===== config.mk =====
export PLATFORM = sky130hd
export DESIGN_NAME = spi_slave_port
export DESIGN_NICKNAME = d
export VERILOG_FILES = /design/src/rtl/spi_slv_pkg.sv /design/src/rtl/spi_slv_sync.sv /design/src/rtl/spi_slv_shifter.sv /design/src/rtl/spi_slv_flags.sv /design/src/rtl/spi_slave_port.sv
export SDC_FILE = /design/constraint.sdc
export NUM_CORES = 1
export LEC_CHECK = 0
export ABC_AREA = 0
export CAP_MARGIN = 20
export CORE_ASPECT_RATIO = 1.5
export CORE_MARGIN = 3
export CORE_UTILIZATION = 41
export DETAILED_ROUTE_END_ITERATION = 8
export PLACE_DENSITY = 0.71
export SLEW_MARGIN = 10
export SYNTH_ARGS = -nofsm -noshare
export SYNTH_HDL_FRONTEND = slang
export SYNTH_SLANG_ARGS = --single-unit

===== constraint.sdc =====
create_clock -name clk -period 2.3 [get_ports clk]
set_input_delay 0.69 -clock clk [delete_from_list [all_inputs] [get_ports clk]]
set_output_delay 0.69 -clock clk [all_outputs]
set_load 0.05 [all_outputs]

===== src/rtl/spi_slv_pkg.sv =====
package spi_slv_pkg;

  localparam logic [3:0] MODE_SEL_GATED = 4'b0100;
  localparam logic [3:0] MODE_SEL_FREE  = 4'b0101;

  typedef struct packed {
    logic sample;
    logic shift;
  } sck_event_t;

  // Idle-to-active and active-to-idle, given the idle level.
  function automatic logic leading_edge(input logic pol, input logic rise, input logic fall);
    return pol ? fall : rise;
  endfunction

  function automatic logic trailing_edge(input logic pol, input logic rise, input logic fall);
    return pol ? rise : fall;
  endfunction

  // Edge bit 1: sample on leading, shift on trailing; edge bit 0: swapped.
  function automatic sck_event_t classify_edge(input logic pol, input logic edge_bit,
                                               input logic rise, input logic fall);
    sck_event_t ev;
    logic lead, trail;
    lead      = leading_edge(pol, rise, fall);
    trail     = trailing_edge(pol, rise, fall);
    ev.sample = edge_bit ? lead : trail;
    ev.shift  = edge_bit ? trail : lead;
    return ev;
  endfunction

  function automatic logic mode_is_valid(input logic [3:0] code);
    return (code == MODE_SEL_GATED) || (code == MODE_SEL_FREE);
  endfunction

endpackage


===== src/rtl/spi_slv_sync.sv =====
module spi_slv_sync #(
  parameter int WIDTH = 3,
  parameter int STAGES = 2,
  parameter logic [WIDTH-1:0] RST_VAL = '0
) (
  input  logic             clk,
  input  logic             rst_n,
  input  logic [WIDTH-1:0] d_in,
  output logic [WIDTH-1:0] q_out
);

  logic [WIDTH-1:0] stage_q [STAGES];

  genvar s;
  generate
    for (s = 0; s < STAGES; s++) begin : g_stage
      if (s == 0) begin : g_first
        always_ff @(posedge clk or negedge rst_n) begin
          if (!rst_n) stage_q[s] <= RST_VAL;
          else        stage_q[s] <= d_in;
        end
      end else begin : g_next
        always_ff @(posedge clk or negedge rst_n) begin
          if (!rst_n) stage_q[s] <= RST_VAL;
          else        stage_q[s] <= stage_q[s-1];
        end
      end
    end
  endgenerate

  assign q_out = stage_q[STAGES-1];

endmodule


===== src/rtl/spi_slv_shifter.sv =====
module spi_slv_shifter
  import spi_slv_pkg::*;
#(
  parameter int DATA_W = 8
) (
  input  logic              clk,
  input  logic              rst_n,
  input  logic              run,
  input  logic              cpol,
  input  logic              cke,
  input  logic              sck_s,
  input  logic              sdi_s,
  input  logic              ss_fall,
  input  logic              wr_accept,
  input  logic [DATA_W-1:0] wr_data,
  output logic              sdo_bit,
  output logic              busy,
  output logic              byte_done,
  output logic [DATA_W-1:0] rx_byte
);

  localparam int CNT_W = (DATA_W > 2) ? $clog2(DATA_W) : 1;
  localparam logic [CNT_W-1:0] LAST = CNT_W'(DATA_W - 1);

  logic             sck_d;
  logic             sck_rise, sck_fall;
  sck_event_t       ev;
  logic             do_sample, do_shift;
  logic [CNT_W-1:0] bit_cnt;
  logic [DATA_W-1:0] shreg;
  logic             sdo_q;

  always_ff @(posedge clk or negedge rst_n) begin
    if (!rst_n) sck_d <= 1'b0;
    else        sck_d <= sck_s;
  end

  assign sck_rise  = sck_s & ~sck_d;
  assign sck_fall  = ~sck_s & sck_d;
  assign ev        = classify_edge(cpol, cke, sck_rise, sck_fall);
  assign do_sample = run & ev.sample;
  assign do_shift  = run & ev.shift;

  always_ff @(posedge clk or negedge rst_n) begin
    if (!rst_n)              bit_cnt <= '0;
    else if (!run)           bit_cnt <= '0;
    else if (do_sample)      bit_cnt <= (bit_cnt == LAST) ? '0 : bit_cnt + 1'b1;
  end

  always_ff @(posedge clk or negedge rst_n) begin
    if (!rst_n)          shreg <= '0;
    else if (wr_accept)  shreg <= wr_data;
    else if (do_sample)  shreg <= {shreg[DATA_W-2:0], sdi_s};
  end

  always_ff @(posedge clk or negedge rst_n) begin
    if (!rst_n)                          sdo_q <= 1'b0;
    else if (wr_accept)                  sdo_q <= wr_data[DATA_W-1];
    else if (do_shift)                   sdo_q <= shreg[DATA_W-1];
    else if (run && cke && ss_fall)      sdo_q <= shreg[DATA_W-1];
  end

  assign sdo_bit   = sdo_q;
  assign busy      = (bit_cnt != '0);
  assign byte_done = do_sample && (bit_cnt == LAST);
  assign rx_byte   = {shreg[DATA_W-2:0], sdi_s};


  cnt_cleared_chk: assert property (@(posedge clk) disable iff (!rst_n)
    !run |=> (bit_cnt == '0));


  hold_while_busy_chk: assert property (@(posedge clk) disable iff (!rst_n)
    (busy && !do_sample) |=> $stable(shreg));

endmodule


===== src/rtl/spi_slv_flags.sv =====
module spi_slv_flags #(
  parameter int DATA_W = 8
) (
  input  logic              clk,
  input  logic              rst_n,
  input  logic              byte_done,
  input  logic [DATA_W-1:0] rx_byte,
  input  logic              rd_en,
  input  logic              wr_collide,
  input  logic [2:0]        clr,
  output logic [DATA_W-1:0] rx_buf,
  output logic              buf_full,
  output logic              ovf,
  output logic              col,
  output logic              irq
);

  logic load_buf;
  logic drop_byte;

  assign load_buf  = byte_done & ~buf_full;
  assign drop_byte = byte_done & buf_full;

  always_ff @(posedge clk or negedge rst_n) begin
    if (!rst_n)        rx_buf <= '0;
    else if (load_buf) rx_buf <= rx_byte;
  end

  always_ff @(posedge clk or negedge rst_n) begin
    if (!rst_n)        buf_full <= 1'b0;
    else if (load_buf) buf_full <= 1'b1;
    else if (rd_en)    buf_full <= 1'b0;
  end

  always_ff @(posedge clk or negedge rst_n) begin
    if (!rst_n)         ovf <= 1'b0;
    else if (drop_byte) ovf <= 1'b1;
    else if (clr[1])    ovf <= 1'b0;
  end

  always_ff @(posedge clk or negedge rst_n) begin
    if (!rst_n)          col <= 1'b0;
    else if (wr_collide) col <= 1'b1;
    else if (clr[2])     col <= 1'b0;
  end

  always_ff @(posedge clk or negedge rst_n) begin
    if (!rst_n)        irq <= 1'b0;
    else if (load_buf) irq <= 1'b1;
    else if (clr[0])   irq <= 1'b0;
  end


  byte_lands_chk: assert property (@(posedge clk) disable iff (!rst_n)
    (byte_done && !buf_full) |=> (buf_full && irq && rx_buf == $past(rx_byte)));


  no_overwrite_chk: assert property (@(posedge clk) disable iff (!rst_n)
    (byte_done && buf_full) |=> (ovf && $stable(rx_buf)));


  ovf_sticky_chk: assert property (@(posedge clk) disable iff (!rst_n)
    (ovf && !clr[1]) |=> ovf);


  collision_seen_chk: assert property (@(posedge clk) disable iff (!rst_n)
    wr_collide |=> col);


  read_empties_chk: assert property (@(posedge clk) disable iff (!rst_n)
    (rd_en && !byte_done) |=> !buf_full);

endmodule


===== src/rtl/spi_slave_port.sv =====
module spi_slave_port
  import spi_slv_pkg::*;
#(
  parameter int DATA_W = 8,
  parameter int SYNC_STAGES = 2
) (
  input  logic              clk,
  input  logic              rst_n,
  input  logic              enable,
  input  logic [3:0]        mode_sel,
  input  logic              cpol,
  input  logic              cke,
  input  logic              sck,
  input  logic              ssel_n,
  input  logic              sdi,
  output logic              sdo,
  output logic              sdo_oe,
  input  logic              wr_en,
  input  logic [DATA_W-1:0] wr_data,
  input  logic              rd_en,
  output logic [DATA_W-1:0] rd_data,
  output logic              buf_full,
  output logic              ovf_flag,
  output logic              col_flag,
  output logic              irq_flag,
  input  logic [2:0]        flag_clr
);

  localparam int PIN_N = 3;
  localparam logic [PIN_N-1:0] PIN_RST = 3'b010;  // select idles high

  logic [PIN_N-1:0] pins_s;
  logic sck_s, ss_s, sdi_s, ss_d;
  logic port_on, gated, sel_ok, run, ss_fall;
  logic busy, wr_accept, wr_collide, byte_done, sdo_bit;
  logic [DATA_W-1:0] rx_byte;

  spi_slv_sync #(.WIDTH(PIN_N), .STAGES(SYNC_STAGES), .RST_VAL(PIN_RST)) u_sync (
    .clk   (clk),
    .rst_n (rst_n),
    .d_in  ({sck, ssel_n, sdi}),
    .q_out (pins_s)
  );

  assign {sck_s, ss_s, sdi_s} = pins_s;

  always_ff @(posedge clk or negedge rst_n) begin
    if (!rst_n) ss_d <= 1'b1;
    else        ss_d <= ss_s;
  end

  assign port_on    = enable & mode_is_valid(mode_sel);
  assign gated      = (mode_sel == MODE_SEL_GATED);
  assign sel_ok     = gated ? ~ss_s : 1'b1;
  assign run        = port_on & sel_ok;
  assign ss_fall    = gated & ss_d & ~ss_s;
  assign wr_accept  = wr_en & ~busy;
  assign wr_collide = wr_en & busy;

  spi_slv_shifter #(.DATA_W(DATA_W)) u_shift (
    .clk       (clk),
    .rst_n     (rst_n),
    .run       (run),
    .cpol      (cpol),
    .cke       (cke),
    .sck_s     (sck_s),
    .sdi_s     (sdi_s),
    .ss_fall   (ss_fall),
    .wr_accept (wr_accept),
    .wr_data   (wr_data),
    .sdo_bit   (sdo_bit),
    .busy      (busy),
    .byte_done (byte_done),
    .rx_byte   (rx_byte)
  );

  spi_slv_flags #(.DATA_W(DATA_W)) u_flags (
    .clk        (clk),
    .rst_n      (rst_n),
    .byte_done  (byte_done),
    .rx_byte    (rx_byte),
    .rd_en      (rd_en),
    .wr_collide (wr_collide),
    .clr        (flag_clr),
    .rx_buf     (rd_data),
    .buf_full   (buf_full),
    .ovf        (ovf_flag),
    .col        (col_flag),
    .irq        (irq_flag)
  );

  assign sdo    = sdo_bit;
  assign sdo_oe = port_on & (gated ? ~ssel_n : 1'b1);


  idle_no_rx_chk: assert property (@(posedge clk) disable iff (!rst_n)
    !port_on |-> !byte_done);

endmodule


# Word-level counts from Yosys, hierarchy flattened

Cells that the tools add are included.

$add $sub $neg: 1
$mul: 0
Div/mod/pow operators: 0
Order comparisons: 0
Equal/unequal tests: 4
Shift operators: 0
Multiplexer cells: 22
Bitwise operators: 19
Reductions and logical operators: 11

Operators by type and width:

| cell                | number |
|---|---|
| $mux 1              | 17 |
| $mux 8              | 2 |
| $and 1x1->1         | 13 |
| $reduce_bool 2->1   | 5 |
| $mux 3              | 3 |
| $eq 4x3->1 const B  | 2 |
| $not 1->1           | 6 |
| $reduce_bool 3->1   | 2 |
| $add 3x1->3 const B | 1 |
| $eq 3x3->1 const B  | 1 |
| $logic_and 1x1->1   | 3 |
| $ne 2x2->1 const B  | 1 |
| $logic_or 1x1->1    | 1 |

Register bits after elaboration: 32
Bits in latches: 0
Memory bits (writable): 0
ROM bits: 0
Input bits: 25
Memories: 0

# Logic depth before layout (Yosys ltp)

Depth after elaboration: 9
Depth in mapped cells: 6
Mapped depth without buffers: 5

# Modules after synthesis

From an unflattened synthesis, not the netlist that was laid out.

Cell total of the unflattened synthesis: 127
Area, all modules: 1530.2 µm²

Modules (own cells, without submodules):

| module          | instances | cells an instance | area each (µm²) | seq. area each (µm²) |
|---|---|---|---|---|
| spi_slv_shifter | 1         | 78                | 789.5           | 325.3 |
| spi_slv_flags   | 1         | 31                | 485.5           | 300.3 |
| spi_slv_sync    | 1         | 9                 | 175.2           | 152.6 |
| spi_slave_port  | 1         | 9                 | 80.1            | 26.3 |

# Worst setup path before layout

OpenSTA, ideal clock, no wires.

Kind: input-to-reg
Start point: in mode_sel[1]
End point: reg u_flags.rx_buf[0]
Library setup time: 125 ps
Arrival: 2091 ps
Data required time: 2175 ps
Slack: 85 ps
Stages: 4
Buffers on the path: 0
Path through: nor3b_1 nand3_2 nor4b_4 mux2_2

Word-level cells in the longest chain between the ends: 7
Elaborated cells on any way between the ends: 9
Classes of those cells: 2 x eq/ne; 1 x mux; 4 x bitwise; 2 x reduce/logical

Ends and longest elaborated chain:

| element                       | line                                    | text |
|---|---|---|
| from (decl)                   | spi_slave_port.sv:10                    | `input logic [3:0] mode_sel,` |
| $eq 4x3->1 (on tied branches) | spi_slv_pkg.sv:33, spi_slave_port.sv:53 |  |
| $logic_or 1x1->1              | spi_slv_pkg.sv:33                       | `return (code == MODE_SEL_GATED) \|\| (code == MODE_SEL_FREE);` |
| $and 1x1->1                   | spi_slave_port.sv:52                    | `assign port_on = enable & mode_is_valid(mode_sel);` |
| $and 1x1->1 (*)               | spi_slave_port.sv:55                    | `assign run = port_on & sel_ok;` |
| $and 1x1->1 (*)               | spi_slv_shifter.sv:41                   | `assign do_sample = run & ev.sample;` |
| $logic_and 1x1->1 (*)         | spi_slv_shifter.sv:65                   | `assign byte_done = do_sample && (bit_cnt == LAST);` |
| $and 1x1->1 (*)               | spi_slv_flags.sv:21                     | `assign load_buf = byte_done & ~buf_full;` |
| to (signal assigned)          | spi_slv_flags.sv:26                     | `else if (load_buf) rx_buf <= rx_byte;` |
| to (decl)                     | spi_slv_flags.sv:11                     | `output logic [DATA_W-1:0] rx_buf,` |

Every way passes the cells marked *; elsewhere a longest branch is shown, timed or not.
A chain may end at the register's enable or synchronous reset.

# Final worst setup path

Start point: in ssel_n
End point: out sdo_oe

Word-level cells in the longest chain between the ends: 3

Ends and longest elaborated chain:

| element     | line                 | text |
|---|---|---|
| from (decl) | spi_slave_port.sv:14 | `input logic ssel_n,` |
| $not 1->1   | spi_slave_port.sv:93 | `assign sdo_oe = port_on & (gated ? ~ssel_n : 1'b1);` |
| $mux 1      | spi_slave_port.sv:93 |  |
| $and 1x1->1 | spi_slave_port.sv:93 |  |
| to (decl)   | spi_slave_port.sv:17 | `output logic sdo_oe,` |

No other way between the ends.

==> flow_metrics.py <==
metrics = {
    "run": {
        "maxCapViolCount": 0,
    },
    "synth": {
        "synth_async_sr_flop_share": 1.00,
        "synth_seq_cells": 32,
        "synth.most_common_cell": "dfrtp_1",
        "netlist.area_leader.share": 0.535,
        "syn_area_per_cell_um2": 12.8,
        "yosysSeqAreaShare": 0.593,
        "syn_inst": 106,
        "yosysWarnings": 0,
        "synth_cell_types": 26,
        "synth_edf_count": 0,
        "synthFlopType": "dfrtp_1",
        "yosys.area.top_type": "dfrtp_1",
        "netlist_top_cells_area": "dfrtp_1 (54%), mux2i_1 (8.9%), mux2_2 (6.6%)",
        "syn_area_um2": 1360,
        "synth_common_cells": "dfrtp_1 (29), mux2i_1 (12), a21oi_1 (11), nor2_1 (11), mux2_2 (8)",
        "syn_nets": 134,
    },
    "drt": {
        "drt_wl_total_um": 2820,
        "via_per_inst": 4.93,
        "post-route-drc-count": 0,
        "drtIter0Drc": 8,
        "dr.max_layer_used": "met4",
        "drt_pre_antenna_iters": 4,
        "met3WireLength_um": 139,
        "wl_met1_um": 1070,
        "wl_per_cell_um": 14.2,
        "wl_met2_um": 1560,
        "ant_nets": 0,
        "vias": 981,
    },
    "min_path": {
        "hold_class": "flop to flop",
    },
    "setup_path": {
        "start_kind": "input port",
        "path_class": "input port to output pin",
        "cpPeakStageDelay_ns": 0.49,
        "critPathSlowestCell": "clkdlybuf4s50_1",
        "crit_buf_inv": 2,
        "cp_top_family": "buffers and inverters",
        "arrival_ns": 1.57,
        "critPathMaxFanout": 2,
        "crit_chain": "clkdlybuf4s50_1, nand2b_1, and3_4, buf_12",
        "end_kind": "output pin",
        "crit_required_ns": 1.61,
    },
    "global_route": {
        "grt_max_degree": 33,
        "gr-total-overflow": 0,
        "antenna_found_initial": 0,
        "grt_first_pass_wirelength_um": 4710,
        "grt_usage": 0.160,
        "grt_pass1_vias": 1066,
    },
    "layout": {
        "area_growth_pct": 47.2,
        "num-fill-cells": 274,
        "layout-drive-gt1-share": 0.233,
        "fin_cells": 199,
        "diodes": 0,
        "final_nets": 186,
        "fin_util": 0.632,
    },
    "clocking": {
        "cts_tree": "yes",
        "clk_pin_slew_ns": 0.06,
        "clk_latency_ns": 0.28,
        "cts_made_buffers": 5,
        "cts_htree_levels": 2,
        "cts.sinks": 32,
        "clock-root-buffer": "clkbuf_8",
        "hold_buffers": 0,
        "clk_path_buf_depth": 2,
    },
    "placement": {
        "numPortBuffers": 38,
        "dpl.hpwl_um": 2050,
        "globalplace.congestion": 0.789,
        "dp_cells": 190,
    },
    "die": {
        "pin_count": 39,
        "die-area_um2": 4050,
        "die_h_um": 76.4,
        "start_util": 0.429,
        "fp.dieW_um": 53.0,
        "core-area_um2": 3160,
        "row_count": 25,
    },
    "timing": {
        "rsz0062_at_grt": "false",
        "slew_headroom": 0.665,
        "report.final.slew_viol_count": 0,
        "finalCritPeriodShare": 0.981,
        "min_period_ns": 2.26,
        "setup_violations": 0,
        "skew_ns": 0.00589,
        "fmaxAchievable_ghz": 0.443,
        "hold_violations": 0,
        "worst_pin_slew_ns": 0.501,
    },
    "power": {
        "ir_worst_vdd_mv": 0.508,
        "p_leak_nw": 0.903,
        "power.density_nw_per_um2": 626,
    },
    "run_status": {
        "outcome": "finished, final reports clean",
    },
}
## worst paths after layout
| path | from | endpoint | slack, ns | cells after the start |
|---|---|---|---|---|
| max reg2reg | u_sync.q_out[2]$_DFF_PN0_ | u_flags.rx_buf[4]$_DFFE_PN0P_ | 0.65 | 5 |
| max in group asynchronous | rst_n | u_sync.q_out[1]$_DFF_PN1_ | 1.17 | 2 |
| max | ssel_n | sdo_oe | 0.04 | 4 |
| min reg2reg | u_sync.stage_q[5]$_DFF_PN0_ | u_sync.q_out[2]$_DFF_PN0_ | 0.35 | 0 |
| min | u_sync.stage_q[5]$_DFF_PN0_ | u_sync.q_out[2]$_DFF_PN0_ | 0.35 | 0 |
| min in group asynchronous | rst_n | u_shift.bit_cnt[0]$_DFFE_PN0P_ | 0.81 | 2 |
## where the power goes
group,switching (W),internal [W],leakage (nW)
logic,0.0000587,0.0000705,0.448
clock network,0.000198,0.000321,0.0552
registers,0.0000146,0.000588,0.400
total,0.000271,0.000980,0.903
## flip-flops by register name (all words and copies together), names as in the netlist, 3 cells and up
register and flops:
u_flags.rx_buf 8, u_shift.bit_cnt 3, u_shift.shreg 8, u_sync.q_out 3, u_sync.stage_q 3
## final cells by class
class	instances	area, µm²	area share
Sequential cell	32	805	0.403
Multi-Input combinational cell	66	532	0.266
Timing Repair Buffer	46	477	0.239
Clock buffer	6	72.6	0.0363
Tap cell	40	50.0	0.0251
Clock inverter	2	35.0	0.0175
Inverter	7	26.3	0.0132
## routing by layer
metal,GRT usage,vias to the layer above
met5,0,-
met1,0.177,486
met2,0.267,23
met3,0.0509,5
met4,0.0767,0
li1,-,467
## cell usage in the layout, fill, tap and decap left out, drive strengths merged, types with 3 or more instances in the layout
cell / count
nor2: 12
clkdlybuf4s50: 32
dlygate4sd2: 3
dfstp: 3
ha: 3
a21oi: 11
inv: 7
dfrtp: 29
mux2: 8
mux2i: 13
clkbuf: 6
buf: 9
o21ai: 3
## kinds of logic after synthesis
| group | count (synthesis) | share of synthesized area |
|---|---|---|
| buffers and inverters | 8 | 0.0221 |
| AND/OR/NAND/NOR | 25 | 0.115 |
| adder cells (fa/ha/maj) | 3 | 0.0277 |
| AO/OA/AOI/OAI | 16 | 0.0646 |
| multiplexers | 21 | 0.165 |
| flip-flops | 32 | 0.593 |
| XOR/XNOR | 1 | 0.0120 |
## stage by stage
step	cell area, µm²	hold slack [ns]	setup WS [ns]	total power [W]	TNS (ns)
floorplan	1360	0.331	0.0848	0.000663	0
global placement	1870	0.334	-0.178	0.000738	-2.57
detailed placement	1870	0.340	-0.214	0.000743	-3.32
CTS	1990	0.354	0.000295	0.00127	0
global route	2000	0.368	0.0258	0.00131	0
finish	2000	0.350	0.0434	0.00125	0
## what timing repair did
item	CTS	global route
gates resized for setup	5	2
pin swaps	1	0
buffers inserted	1	0
setup endpoints to repair	1	2
Note: power is estimated with default switching activity, not from simulation.
